`src/rtl/rxq_pkg.sv`:
```
package rxq_pkg;

    typedef enum logic {
        MODE_BYTE = 1'b0,
        MODE_HALF = 1'b1
    } rxq_mode_e;

    typedef struct packed {
        logic [7:0] hi;
        logic [7:0] lo;
    } rxq_entry_t;

    localparam int RD_W = 32;

    function automatic logic [RD_W-1:0] widen_entry(input rxq_entry_t e);
        return {{(RD_W-16){1'b0}}, e.hi, e.lo};
    endfunction

endpackage

```
`src/rtl/rxq_packer.sv`:
```
module rxq_packer
    import rxq_pkg::*;
(
    input  logic       clk,
    input  logic       rst,
    input  logic       en,
    input  rxq_mode_e  mode,
    input  logic       in_vld,
    input  logic [7:0] in_byte,
    output logic       wr_en,
    output rxq_entry_t wr_entry
);

    logic       hold_vld;
    logic [7:0] hold_byte;

    always_comb begin
        wr_en    = 1'b0;
        wr_entry = '0;
        if (en && in_vld) begin
            if (mode == MODE_BYTE) begin
                wr_en       = 1'b1;
                wr_entry.lo = in_byte;
            end else if (hold_vld) begin
                wr_en       = 1'b1;
                wr_entry.lo = hold_byte;
                wr_entry.hi = in_byte;
            end
        end
    end

    always_ff @(posedge clk) begin
        if (rst || !en) begin
            hold_vld  <= 1'b0;
            hold_byte <= '0;
        end else if (mode == MODE_BYTE) begin
            hold_vld <= 1'b0;
        end else if (in_vld) begin
            hold_vld <= !hold_vld;
            if (!hold_vld) hold_byte <= in_byte;
        end
    end


    first_held_chk: assert property (@(posedge clk) disable iff (rst)
        (en && mode == MODE_HALF && in_vld && !hold_vld) |=> hold_vld);


    lone_byte_no_write_chk: assert property (@(posedge clk) disable iff (rst)
        (mode == MODE_HALF && !hold_vld) |-> !wr_en);

endmodule

```
`src/rtl/rxq_store.sv`:
```
module rxq_store
    import rxq_pkg::*;
#(
    parameter int DEPTH = 32,
    localparam int AW = (DEPTH > 1) ? $clog2(DEPTH) : 1,
    localparam int CW = $clog2(DEPTH + 1)
) (
    input  logic          clk,
    input  logic          rst,
    input  logic          flush,
    input  logic          wr_en,
    input  rxq_entry_t    wr_entry,
    input  logic          rd_req,
    output rxq_entry_t    rd_entry,
    output logic [CW-1:0] count,
    output logic          drop
);

    localparam logic [CW-1:0] FULL_CNT = CW'(DEPTH);
    localparam logic [AW-1:0] LAST_IDX = AW'(DEPTH - 1);

    rxq_entry_t    mem [DEPTH];
    logic [AW-1:0] wptr, rptr;
    logic [CW-1:0] cnt;
    logic          pop, accept;

    function automatic logic [AW-1:0] bump(input logic [AW-1:0] p);
        return (p == LAST_IDX) ? '0 : p + AW'(1);
    endfunction

    assign pop    = rd_req && (cnt != '0) && !flush;
    assign accept = wr_en && ((cnt != FULL_CNT) || pop) && !flush;
    assign drop   = wr_en && !accept && !flush;

    always_ff @(posedge clk) begin
        if (accept) mem[wptr] <= wr_entry;
    end

    always_ff @(posedge clk) begin
        if (rst || flush) begin
            wptr <= '0;
            rptr <= '0;
            cnt  <= '0;
        end else begin
            if (accept) wptr <= bump(wptr);
            if (pop)    rptr <= bump(rptr);
            case ({accept, pop})
                2'b10:   cnt <= cnt + CW'(1);
                2'b01:   cnt <= cnt - CW'(1);
                default: cnt <= cnt;
            endcase
        end
    end

    assign rd_entry = (cnt != '0) ? mem[rptr] : '0;
    assign count    = cnt;


    level_bound_chk: assert property (@(posedge clk) disable iff (rst)
        cnt <= FULL_CNT);


    empty_read_chk: assert property (@(posedge clk) disable iff (rst)
        (rd_req && cnt == '0 && !wr_en && !flush) |=> (cnt == '0));


    full_hold_chk: assert property (@(posedge clk) disable iff (rst)
        (wr_en && !rd_req && cnt == FULL_CNT && !flush) |=> (cnt == FULL_CNT));


    full_swap_chk: assert property (@(posedge clk) disable iff (rst)
        (wr_en && rd_req && cnt == FULL_CNT && !flush) |=> (cnt == FULL_CNT));

endmodule

```
`src/rtl/rxq_flag.sv`:
```
module rxq_flag (
    input  logic clk,
    input  logic rst,
    input  logic en,
    input  logic drop,
    output logic ovf
);

    always_ff @(posedge clk) begin
        if (rst || !en) ovf <= 1'b0;
        else if (drop)  ovf <= 1'b1;
    end


    ovf_sticky_chk: assert property (@(posedge clk) disable iff (rst)
        (ovf && en) |=> ovf);

endmodule

```
`src/rtl/rxq_pack.sv`:
```
module rxq_pack
    import rxq_pkg::*;
#(
    parameter int DEPTH = 32,
    localparam int CW = $clog2(DEPTH + 1)
) (
    input  logic            clk,
    input  logic            rst,
    input  logic            en,
    input  logic            half_mode,
    input  logic            rx_vld,
    input  logic [7:0]      rx_byte,
    input  logic            rd_req,
    output logic [RD_W-1:0] rd_data,
    output logic [CW-1:0]   level,
    output logic            empty,
    output logic            overflow
);

    rxq_mode_e  mode;
    logic       wr_en, drop;
    rxq_entry_t wr_entry, rd_entry;

    assign mode = half_mode ? MODE_HALF : MODE_BYTE;

    rxq_packer u_packer (
        .clk      (clk),
        .rst      (rst),
        .en       (en),
        .mode     (mode),
        .in_vld   (rx_vld),
        .in_byte  (rx_byte),
        .wr_en    (wr_en),
        .wr_entry (wr_entry)
    );

    rxq_store #(.DEPTH(DEPTH)) u_store (
        .clk      (clk),
        .rst      (rst),
        .flush    (!en),
        .wr_en    (wr_en),
        .wr_entry (wr_entry),
        .rd_req   (rd_req),
        .rd_entry (rd_entry),
        .count    (level),
        .drop     (drop)
    );

    rxq_flag u_flag (
        .clk  (clk),
        .rst  (rst),
        .en   (en),
        .drop (drop),
        .ovf  (overflow)
    );

    assign rd_data = widen_entry(rd_entry);
    assign empty   = (level == '0);


    flush_chk: assert property (@(posedge clk) disable iff (rst)
        !en |=> (empty && !overflow));


    empty_data_chk: assert property (@(posedge clk) disable iff (rst)
        empty |-> (rd_data == '0));

endmodule

```
`config.mk`:
```
export PLATFORM = sky130hd
export DESIGN_NAME = rxq_pack
export DESIGN_NICKNAME = d
export VERILOG_FILES = /design/src/rtl/rxq_pkg.sv /design/src/rtl/rxq_packer.sv /design/src/rtl/rxq_store.sv /design/src/rtl/rxq_flag.sv /design/src/rtl/rxq_pack.sv
export SDC_FILE = /design/constraint.sdc
export NUM_CORES = 1
export LEC_CHECK = 0
export BUFFER_PORTS_ARGS = -buffer_cell sky130_fd_sc_hd__buf_2
export CORE_ASPECT_RATIO = 0.7
export CORE_MARGIN = 2
export CORE_UTILIZATION = 30
export CTS_CLUSTER_DIAMETER = 120
export DETAILED_ROUTE_END_ITERATION = 10
export HOLD_SLACK_MARGIN = 0.08
export SLEW_MARGIN = 30
export SYNTH_ARGS = -nofsm -noshare
export SYNTH_HDL_FRONTEND = slang
export SYNTH_SLANG_ARGS = --single-unit
export TNS_END_PERCENT = 10
```
`constraint.sdc`:
```
create_clock -name clk -period 4 [get_ports clk]
set_input_delay 0.6 -clock clk [delete_from_list [all_inputs] [get_ports clk]]
set_output_delay 0.6 -clock clk [all_outputs]
set_load 0.02 [all_outputs]
```
==> key figures, run 1 <==
Die
  • Site Rows: between 80 and 90
  • Initial core utilization: between 30% and 40%
  • DIE AREA: between 70000 and 80000 um^2
  • Ports: 54
  • DIE WIDTH: about 320 um
  • Core area: 71400 um^2
  • Die H: ~230 um

Critical path
  • Critical Path End Type: primary output
  • Worst path arrival time: 3.14 ns
  • R2r setup slk: roughly 0.76 ns
  • Max FO, Critical Path: 22
  • Slowest stage cell, crit path: a2111oi_1
  • Buffers plus inverters on the worst setup path: 2
  • Worst r2r dst: u_store.count[4]$_SDFFE_PP0P_
  • Crit path launch type: register
  • Worst Reg2Reg Path Length in Cells: 12
  • Worst setup path endpoint: rd_data[0]
  • Worst path depth: 6
  • Worst r2r src: u_store.count[2]$_SDFFE_PP0P_
  • Worst path max stage delay: around 0.76 ns
  • Delay-heaviest family, CP: compound AO/OA/AOI/OAI gates
  • CP Cell Sequence: buf_4 > mux4_2 > mux2i_1 > o2111a_1 > a2111oi_1 > buf_2
  • Kind of critical path: register to primary output
  • Worst path required time: 3.40 ns

Placed design
  • Detailed Place HPWL: around 29000 um
  • GP Congestion: around 0.77
  • Placement Setup Slack: roughly 0.55 ns
  • Buffers added on ports: 37
  • Placed insts: 2089

Power
  • Pwr per Cell Area: 443 nW/um^2
  • Maximum VDD drop: 0.314 mV
  • Cell leakage power: between 7 and 8 nW

CTS
  • Worst-path clk slew: 0.07 ns
  • Clock sinks: roughly 540
  • Htree depth: 2
  • Clock Latency Late Sink: approximately 0.57 ns
  • Setup Buffers After CTS: 0
  • Num CTS Buffers: 50
  • Clk root buf: clkbuf_16
  • Post-CTS Hold Buffers: 0
  • Post-CTS resize count: 0
  • CTS tree: done
  • CTS max path bufs: 3

Synthesis
  • Commonest cells post-synth: edfxtp_1, mux4_2, nand2_1
  • Compound-cell area share of the yosys netlist: under 10%
  • Seq/Total Area, Yosys: between 70% and 80%
  • Post-synth EDFFs: between 500 and 600
  • Top-area cell type share of the netlist area: between 70 and 80%
  • Synth area leaders: edfxtp_1, mux4_2, dfxtp_1
  • Synth Area in Adders: less than 1%
  • Largest area contributor in the netlist: edfxtp_1
  • Post-Synthesis Cell Area: between 20000 and 25000 um^2
  • Simple-gate share of the synthesized area: about 4.0%
  • Multiplexer area fraction after synthesis: around 15%
  • Largest family of logic cells by synthesized area: multiplexers
  • Yosys reg bits: between 500 and 600
  • Most common cell in the synthesized netlist: edfxtp_1
  • Ys flop type: edfxtp_1
  • Netlist cell types: 62
  • Syn Area/Cell: ~20 um^2
  • Mapped Cells: 1075
  • Post-synthesis xor/xnor area fraction: less than 1%
  • Asr flop ratio synth: 0%
  • Yosys warns: 0

Routing
  • Post-route antenna net violation count: 0
  • Post-route DRC violation count: 0
  • Wire per inst: between 20 and 25 um
  • Via-to-Cell Ratio: 4.86
  • Via count: ~11000
  • DRT Wirelength: between 40000 and 50000 um
  • Pre-antenna DRT Iters: 7
  • Initial DRC count: 1212

GRT
  • Largest net degree at the start of global routing: 56
  • Total gr overflow: 0
  • GR Util All Layers: roughly an eighth
  • First-pass GRT wire length: 70700 um
  • Met2 GRT Util: between 10% and 20%
  • Vias in the first global route: between 10000 and 15000
  • M1 GR Usage: between 20% and 30%
  • Top Usage Layer GRT: met1
  • Initial antenna violation count: 1
  • Met3 Use GR: under 10%

Timing
  • # setup viols final: 0
  • Period Utilization, post-route: 93.6%
  • Setup TNS: 0 ns
  • Fin crit period: 3.74 ns
  • Rel. slew slack: a little over two fifths
  • Final hold slack: 0.309 ns
  • Final hold viol count: 0
  • Final max-slew violation count: 0
  • Fmax: 267 MHz
  • Worst Tran Pin Value: 0.867 ns
  • RSZ-0062 raised after global routing: no
  • Worst Clk Skew: between 0.01 and 0.015 ns
  • Worst setup margin: about 0.26 ns

Final layout
  • Area growth from synthesis to layout: 14.7%
  • Final #Nets: about 1200
  • Non-filler instance count after layout: 2182
  • Antenna Diode Count: 0
  • Share of cells above drive strength 1: between 20 and 30%

Min path
  • Hold crit path type: input port to register

Status
  • Status: completed

Job
  • Max Cap Viol: 0
==> power breakdown <==
part	internal, mW	switching (mW)
registers	6.15	0.00523
logic	0.0468	0.119
clock network	2.62	2.03
total	8.83	2.16
==> per-stage QoR <==
stage               total power [mW]  utilization [%]  instance area (um^2)
detailed placement              6.45             32.5                 23200
global placement                6.44             32.5                 23200
floorplan                       6.38                -                 21600
global route                    11.3             34.7                 24800
CTS                             11.1             34.7                 24800
finish                          11.0             34.7                 24800
==> worst register-to-register path, delay by kind of cell, from the launching register on <==
family                     cells  cell delay, ns
adders and majority gates      2            0.49
AOI/OAI and AO/OA              4            0.83
xor gates and xnor gates       1            0.18
DFF                            1            0.41
buffers and inverters          1            0.09
and+or+nand+nor                4            1.09
==> how the worst min path moves through the flow <==
stage                                                  start                                  to  slack (ns)  cells after the start
after detailed placement  u_packer.hold_byte[1]$_SDFFE_PP0P_  u_packer.hold_byte[1]$_SDFFE_PP0P_        0.45                      2
after global placement    u_packer.hold_byte[2]$_SDFFE_PP0P_  u_packer.hold_byte[2]$_SDFFE_PP0P_        0.45                      2
after floorplan           u_packer.hold_byte[0]$_SDFFE_PP0P_  u_packer.hold_byte[0]$_SDFFE_PP0P_        0.44                      2
after CTS                                         rx_byte[2]  u_packer.hold_byte[2]$_SDFFE_PP0P_        0.28                      3
final                                             rx_byte[5]  u_packer.hold_byte[5]$_SDFFE_PP0P_        0.31                      3
after global routing                              rx_byte[2]  u_packer.hold_byte[2]$_SDFFE_PP0P_        0.30                      3
==> metal layers <==
layer  wire [um]  vias to the layer above  part of all wire, %
met4         809                        0                  1.7
met1       23500                     5583                   48
met5           0                        -                    0
met2       20800                      367                   42
li1            -                     4585                    -
met3        3860                       65                  7.9
==> cell families (layout without fill, tap and decap cells) <==
family	Yosys count	after routing
DFF	543	543
and+or+nand+nor	170	170
muxes	162	162
AOI/OAI and AO/OA	99	99
buffers and inverters	85	211
adders and majority gates	10	10
xor gates and xnor gates	5	5
other	1	16
==> registers in the layout (all words and copies together), names as in the netlist, named ones only <==
register,flops
u_store.mem,512
u_packer.hold_byte,8
u_store.count,6
u_store.rptr,5
u_store.wptr,5
u_flag.ovf,1
u_packer.hold_vld,1
==> cell usage in the layout (no fill, tap or decap), drive strengths merged, types with 9 or more instances in the layout <==
cell type and count:
mux4 128, nand2 57, nor2b 20, buf 112, edfxtp 512, a211oi 16, o2111a 16, clkinv 19
mux2i 34, a2111oi 16, dfxtp 31, nor2 43, ha 10, conb 16, nand3 11, clkbuf 68
a21oi 23, and2 9
==> final cells by class <==
class | instances | area, um^2
fillers | 6670 | 46600
flip-flops and latches | 543 | 16000
multi-input cells | 462 | 5140
clock buffers | 68 | 1420
well taps | 966 | 1210
repair buffers | 112 | 798
clock inverters | 25 | 175
inverters | 6 | 25.0
No activity file was read; power rests on OpenSTA's default activity.
==> run 2: changes to the inputs <==
==> constraint.sdc (replaced) <==
create_clock -name clk -period 4 [get_ports clk]
set_input_delay 0.6 -clock clk [delete_from_list [all_inputs] [get_ports clk]]
set_output_delay 0.6 -clock clk [all_outputs]
set_load 0.005 [all_outputs]
==> run 2 against run 1 <==
Die area unchanged. Flip-flop and latch count did not move. Utilization grew 0.063 points. Register-to-register slack about the same. Global-route usage rose by 0.29 points. Sequential power is essentially flat. Combinational power fell by 10%. Cell count increased by 0.41%. Design area is 0.18% higher. Clock-buffer cell count shrank 11. Power shrank 1.1%.
==> key figures, run 2 (synthesis results as in run 1) <==
Final layout
  • Share of cells above drive strength 1: between 20% and 30%
  • Most flops, register: u_store.mem
  • Commonest non-fill, non-tap cell in the layout: edfxtp_1
  • Most frequent cells in the layout: edfxtp_1, mux4_2, buf_4, nand2_1, clkbuf_16
  • Final Core Density: 34.8%
  • Fillers: between 6000 and 7000
  • Area growth from synthesis to layout: 15.0%
  • Final #Nets: 1208
  • Max reg flops: slightly above 500

Die
  • Initial core utilization: a little under a third
  • Die H: 228 um
  • Site Rows: just over 80
  • DIE WIDTH: between 300 and 400 um
  • DIE AREA: approximately 74000 um^2
  • Ports: 54
  • Core area: 71400 um^2

Timing
  • Final hold viol count: 0
  • # setup viols final: 0
  • Fmax: between 200 and 300 MHz
  • Worst Tran Pin Value: around 1 ns
  • Worst Clk Skew: 0.0264 ns
  • Fin crit period: 3.82 ns
  • RSZ-0062 raised after global routing: no
  • Worst setup margin: roughly 0.18 ns
  • Final hold slack: around 0.30 ns
  • Setup TNS: 0 ns
  • Final max-slew violation count: 0
  • Period Utilization, post-route: 95.6%
  • Rel. slew slack: 30.1%

GRT
  • Met3 Use GR: between 3 and 4%
  • Initial antenna violation count: 2
  • Total gr overflow: 0
  • GR Util All Layers: a little over an eighth
  • Largest net degree at the start of global routing: 37
  • M1 GR Usage: 19.9%
  • Top Usage Layer GRT: met1
  • Met2 GRT Util: a little under a fifth
  • Vias in the first global route: around 11000
  • First-pass GRT wire length: between 70000 and 80000 um

Status
  • Status: completed

Min path
  • Hold crit path type: input port to register

Critical path
  • Max FO, Critical Path: 36
  • Kind of critical path: register to primary output
  • Worst path required time: 3.40 ns
  • Worst path arrival time: approximately 3.2 ns
  • Critical Path End Type: primary output
  • Crit path launch type: register

CTS
  • Clk root buf: clkbuf_16
  • Worst-path clk slew: approximately 0.07 ns
  • Num CTS Buffers: between 50 and 60
  • Clock Latency Late Sink: just under 0.6 ns
  • CTS tree: done
  • Post-CTS Hold Buffers: 0
  • Setup Buffers After CTS: 0
  • Post-CTS resize count: 0
  • Clock sinks: between 500 and 600
  • Htree depth: 2
  • CTS max path bufs: 3

Power
  • Pwr per Cell Area: about 440 nW/um^2
  • Maximum VDD drop: 0.297 mV
  • Cell leakage power: 7.49 nW

Routing
  • Pre-antenna DRT Iters: 5
  • Post-route DRC violation count: 0
  • Post-route antenna net violation count: 0
  • DRT Wirelength: 49800 um
  • Wire per inst: about 23 um
  • Via-to-Cell Ratio: 4.86
  • Via count: around 11000
  • Initial DRC count: 1017

Job
  • Max Cap Viol: 0

Placed design
  • Detailed Place HPWL: roughly 30000 um
  • GP Congestion: a little under 0.8
  • Placement Setup Slack: ~0.53 ns
  • Buffers added on ports: 37
## run 2: metal layers
layer	wire [um]	vias to the layer above	share of wire, %
met2	21600	332	43
met3	4310	55	8.6
met1	23100	5641	46
met5	0	-	0
met4	755	0	1.5
li1	-	4611	-
## run 2: cell type report
type,instances,area [um^2],area share [%]
Inverter,6,25.0,0.101
Clock buffer,57,1320,5.32
Sequential cell,543,16000,64.5
Clock inverter,35,221,0.892
Timing Repair Buffer,120,896,3.61
Tap cell,966,1210,4.87
Antenna cell,2,5.00,0.0202
Multi-Input combinational cell,462,5140,20.7
## run 2: worst paths after layout
path | from | endpoint | slack [ns] | depth (start not counted)
setup / recovery | register | rd_data[4] | 0.18 | 6
hold / removal | rx_byte[4] | u_packer.hold_byte[4]$_SDFFE_PP0P_ | 0.30 | 3
setup reg to reg | u_store.count[2]$_SDFFE_PP0P_ | u_store.count[4]$_SDFFE_PP0P_ | 0.77 | 12
hold reg to reg | u_packer.hold_byte[1]$_SDFFE_PP0P_ | u_packer.hold_byte[1]$_SDFFE_PP0P_ | 0.46 | 2
## run 2: critical path: stages (launching register included)
cell,delay (ns)
dfxtp_4,0.50
buf_12,0.28
buf_4,0.33
mux4_2,0.25
mux2i_1,0.06
a2111oi_0,0.93
buf_2,0.26
## run 2: stage by stage
step	cells	instance area (um^2)	total power [mW]
global placement	2097	23300	6.42
global route	2189	24800	11.2
CTS	2189	24800	11.0
detailed placement	2097	23300	6.43
floorplan	1090	21600	6.37
finish	2191	24800	10.9
## run 2: power by group
part / internal [mW] / switching, mW
combinational: 0.0463 / 0.102
sequential: 6.15 / 0.00532
clock: 2.49 / 2.06
total: 8.69 / 2.17
==> run 3: changes to the inputs <==
==> constraint.sdc (replaced) <==
create_clock -name clk -period 3.65 [get_ports clk]
set_input_delay 0.5475 -clock clk [delete_from_list [all_inputs] [get_ports clk]]
set_output_delay 0.5475 -clock clk [all_outputs]
set_load 0.005 [all_outputs]
==> run 3 against run 2 <==
Sequential power increased by 9.6%. Utilization increased by 0.27 points. Largest power group unchanged. Via count up 1.5%. Largest cell class unchanged. First-iteration DRC count increased by 4.2%. Clock-buffer cell count up 14. Critical path depth stayed put. Sequential share of layout area shrank 0.49 points. Design area up 0.77%. Die area unchanged.
==> key figures, run 3 (synthesis results as in run 1) <==
Placed design
  • Buffers added on ports: 37
  • Placement Setup Slack: roughly 0.48 ns
  • Detailed Place HPWL: 30500 um
  • GP Congestion: ~0.74

Routing
  • Wire per inst: about 23 um
  • Via-to-Cell Ratio: 4.92
  • Initial DRC count: roughly 1100
  • Post-route DRC violation count: 0
  • DRT Wirelength: roughly 50000 um
  • Via count: between 10000 and 15000
  • Pre-antenna DRT Iters: 5
  • Post-route antenna net violation count: 0

CTS
  • Clk root buf: clkbuf_16
  • Worst-path clk slew: about 0.070 ns
  • Post-CTS Hold Buffers: 0
  • Num CTS Buffers: 51
  • Clock sinks: 543
  • CTS tree: done
  • Clock Latency Late Sink: 0.57 ns
  • Htree depth: 2
  • CTS max path bufs: 3

Die
  • Die H: about 230 um
  • Initial core utilization: around 30%
  • DIE WIDTH: 325 um
  • Core area: between 70000 and 80000 um^2
  • Site Rows: 82
  • Ports: 54
  • DIE AREA: about 74000 um^2

Power
  • Net Sw Power: ~2.3 mW
  • Int Power: roughly 9.7 mW
  • Maximum VDD drop: about 0.33 mV
  • Power share of the clock group: 42.5%
  • Pwr per Cell Area: between 400 and 500 nW/um^2
  • Sw Ratio: between 10% and 20%
  • Cell leakage power: approximately 7.5 nW
  • Reg power frac: a little under three fifths
  • Logic pwr share: 1.4%

Timing
  • Fmax: 279 MHz
  • Fin crit period: between 3 and 4 ns
  • Period Utilization, post-route: 98.2%
  • RSZ-0062 raised after global routing: yes
  • Final hold viol count: 0
  • Worst Clk Skew: 0.0194 ns
  • Final max-slew violation count: 0
  • Worst Tran Pin Value: roughly 0.91 ns
  • # setup viols final: 0
  • Rel. slew slack: between 30% and 40%
  • Worst setup margin: between 0.06 and 0.07 ns
  • Setup TNS: 0 ns

Final layout
  • Multi-input gate area: roughly 5200 um^2
  • Commonest non-fill, non-tap cell in the layout: edfxtp_1
  • Area growth from synthesis to layout: 15.8%
  • Final Core Density: about a third
  • Max reg flops: between 500 and 600
  • Register area: 16000 um^2
  • Most flops, register: u_store.mem
  • Antenna Diode Count: 0
  • Fillers: around 6700
  • Share of cells above drive strength 1: 29.1%
  • Final #Nets: between 1000 and 1500
  • Most frequent cells in the layout: edfxtp_1, mux4_2, buf_4, nand2_1, clkbuf_16

Critical path
  • Slowest stage cell, crit path: a2111oi_1
  • Worst path arrival time: just over 3 ns
  • Worst path max stage delay: 0.83 ns
  • Kind of critical path: register to primary output
  • Critical Path End Type: primary output
  • CP Cell Sequence: buf_4 > mux4_2 > mux2i_1 > o2111a_1 > a2111oi_1 > buf_2
  • Max FO, Critical Path: 12
  • Buffers plus inverters on the worst setup path: 2
  • Crit path launch type: register
  • Delay-heaviest family, CP: compound AO/OA/AOI/OAI gates
  • Worst path required time: about 3.1 ns
  • Worst r2r src: u_store.count[2]$_SDFFE_PP0P_

GRT
  • GR Util All Layers: a little over an eighth
  • Vias in the first global route: around 11000
  • First-pass GRT wire length: ~73000 um
  • Largest net degree at the start of global routing: 37
  • Initial antenna violation count: 1
  • Total gr overflow: 0

Status
  • Status: completed

Min path
  • Hold crit path type: input port to register
  • HP Start: rx_byte[5]

Job
  • Max Cap Viol: 0
## run 3: cell types whose count changed in the layout (fill, tap and decap cells not counted), moves of 4 or more
cell,change
buf_4,+4
clkinv_1,-12
a2111oi_1,-4
a2111oi_2,+4
a211oi_2,+9
a211oi_1,-9
clkbuf_1,+12
## run 3: layer usage
metal  up-vias  part of all wire, %  global-route usage, %
li1       4617                    -                      -
met1      5754                   47                   20.5
met2       371                   44                   19.3
met3        59                  7.5                   2.72
met4         0                  1.4                   2.52
met5         -                    0                      0
## run 3: repair_timing
action                                 CTS  global route
setup endpoints to repair                4            10
gates resized for setup                  5            10
endpoints found under the hold margin    0             0
buffers inserted                         0             0
## run 3: metrics by stage
step | instance area, um^2 | cells | total power [mW] | hold WS (ns)
after CTS | 25000 | 2196 | 12.1 | 0.244
after global placement | 23300 | 2103 | 7.05 | 0.450
after floorplan | 21600 | 1090 | 6.98 | 0.437
after detailed placement | 23300 | 2103 | 7.05 | 0.457
after global routing | 25000 | 2196 | 12.4 | 0.262
final | 25000 | 2196 | 12.0 | 0.263
## run 3: cell type report
cell class	count	area share (%)
sequential	543	64.0
multi-input combinational	462	20.9
clock buffer	71	5.61
tap	966	4.83
timing repair buffer	126	3.83
clock inverter	22	0.755
inverter	6	0.100
## run 3: tightest hold or removal path, delay by kind of cell
family                 cells  cell delay (ns)
buffers and inverters      1             0.12
AND/OR/NAND/NOR            1             0.06
AO/OA/AOI/OAI              1             0.06
## run 3: path summary, 6_finish.rpt
path / endpoint / slack [ns] / depth (start not counted)
max: rd_data[4] / 0.07 / 6
min: u_packer.hold_byte[5]$_SDFFE_PP0P_ / 0.26 / 3
max reg2reg: u_store.count[4]$_SDFFE_PP0P_ / 0.53 / 12
min reg2reg: u_packer.hold_byte[7]$_SDFFE_PP0P_ / 0.46 / 2
## run 3: power by group through the flow
stage               Clock, mW  Combinational, mW  Sequential, mW
finish                   5.11              0.173            6.75
floorplan                   0             0.0938            6.88
detailed placement          0              0.166            6.88
CTS                      5.23              0.168            6.75
global route             5.45              0.184            6.75
global placement            0              0.162            6.88
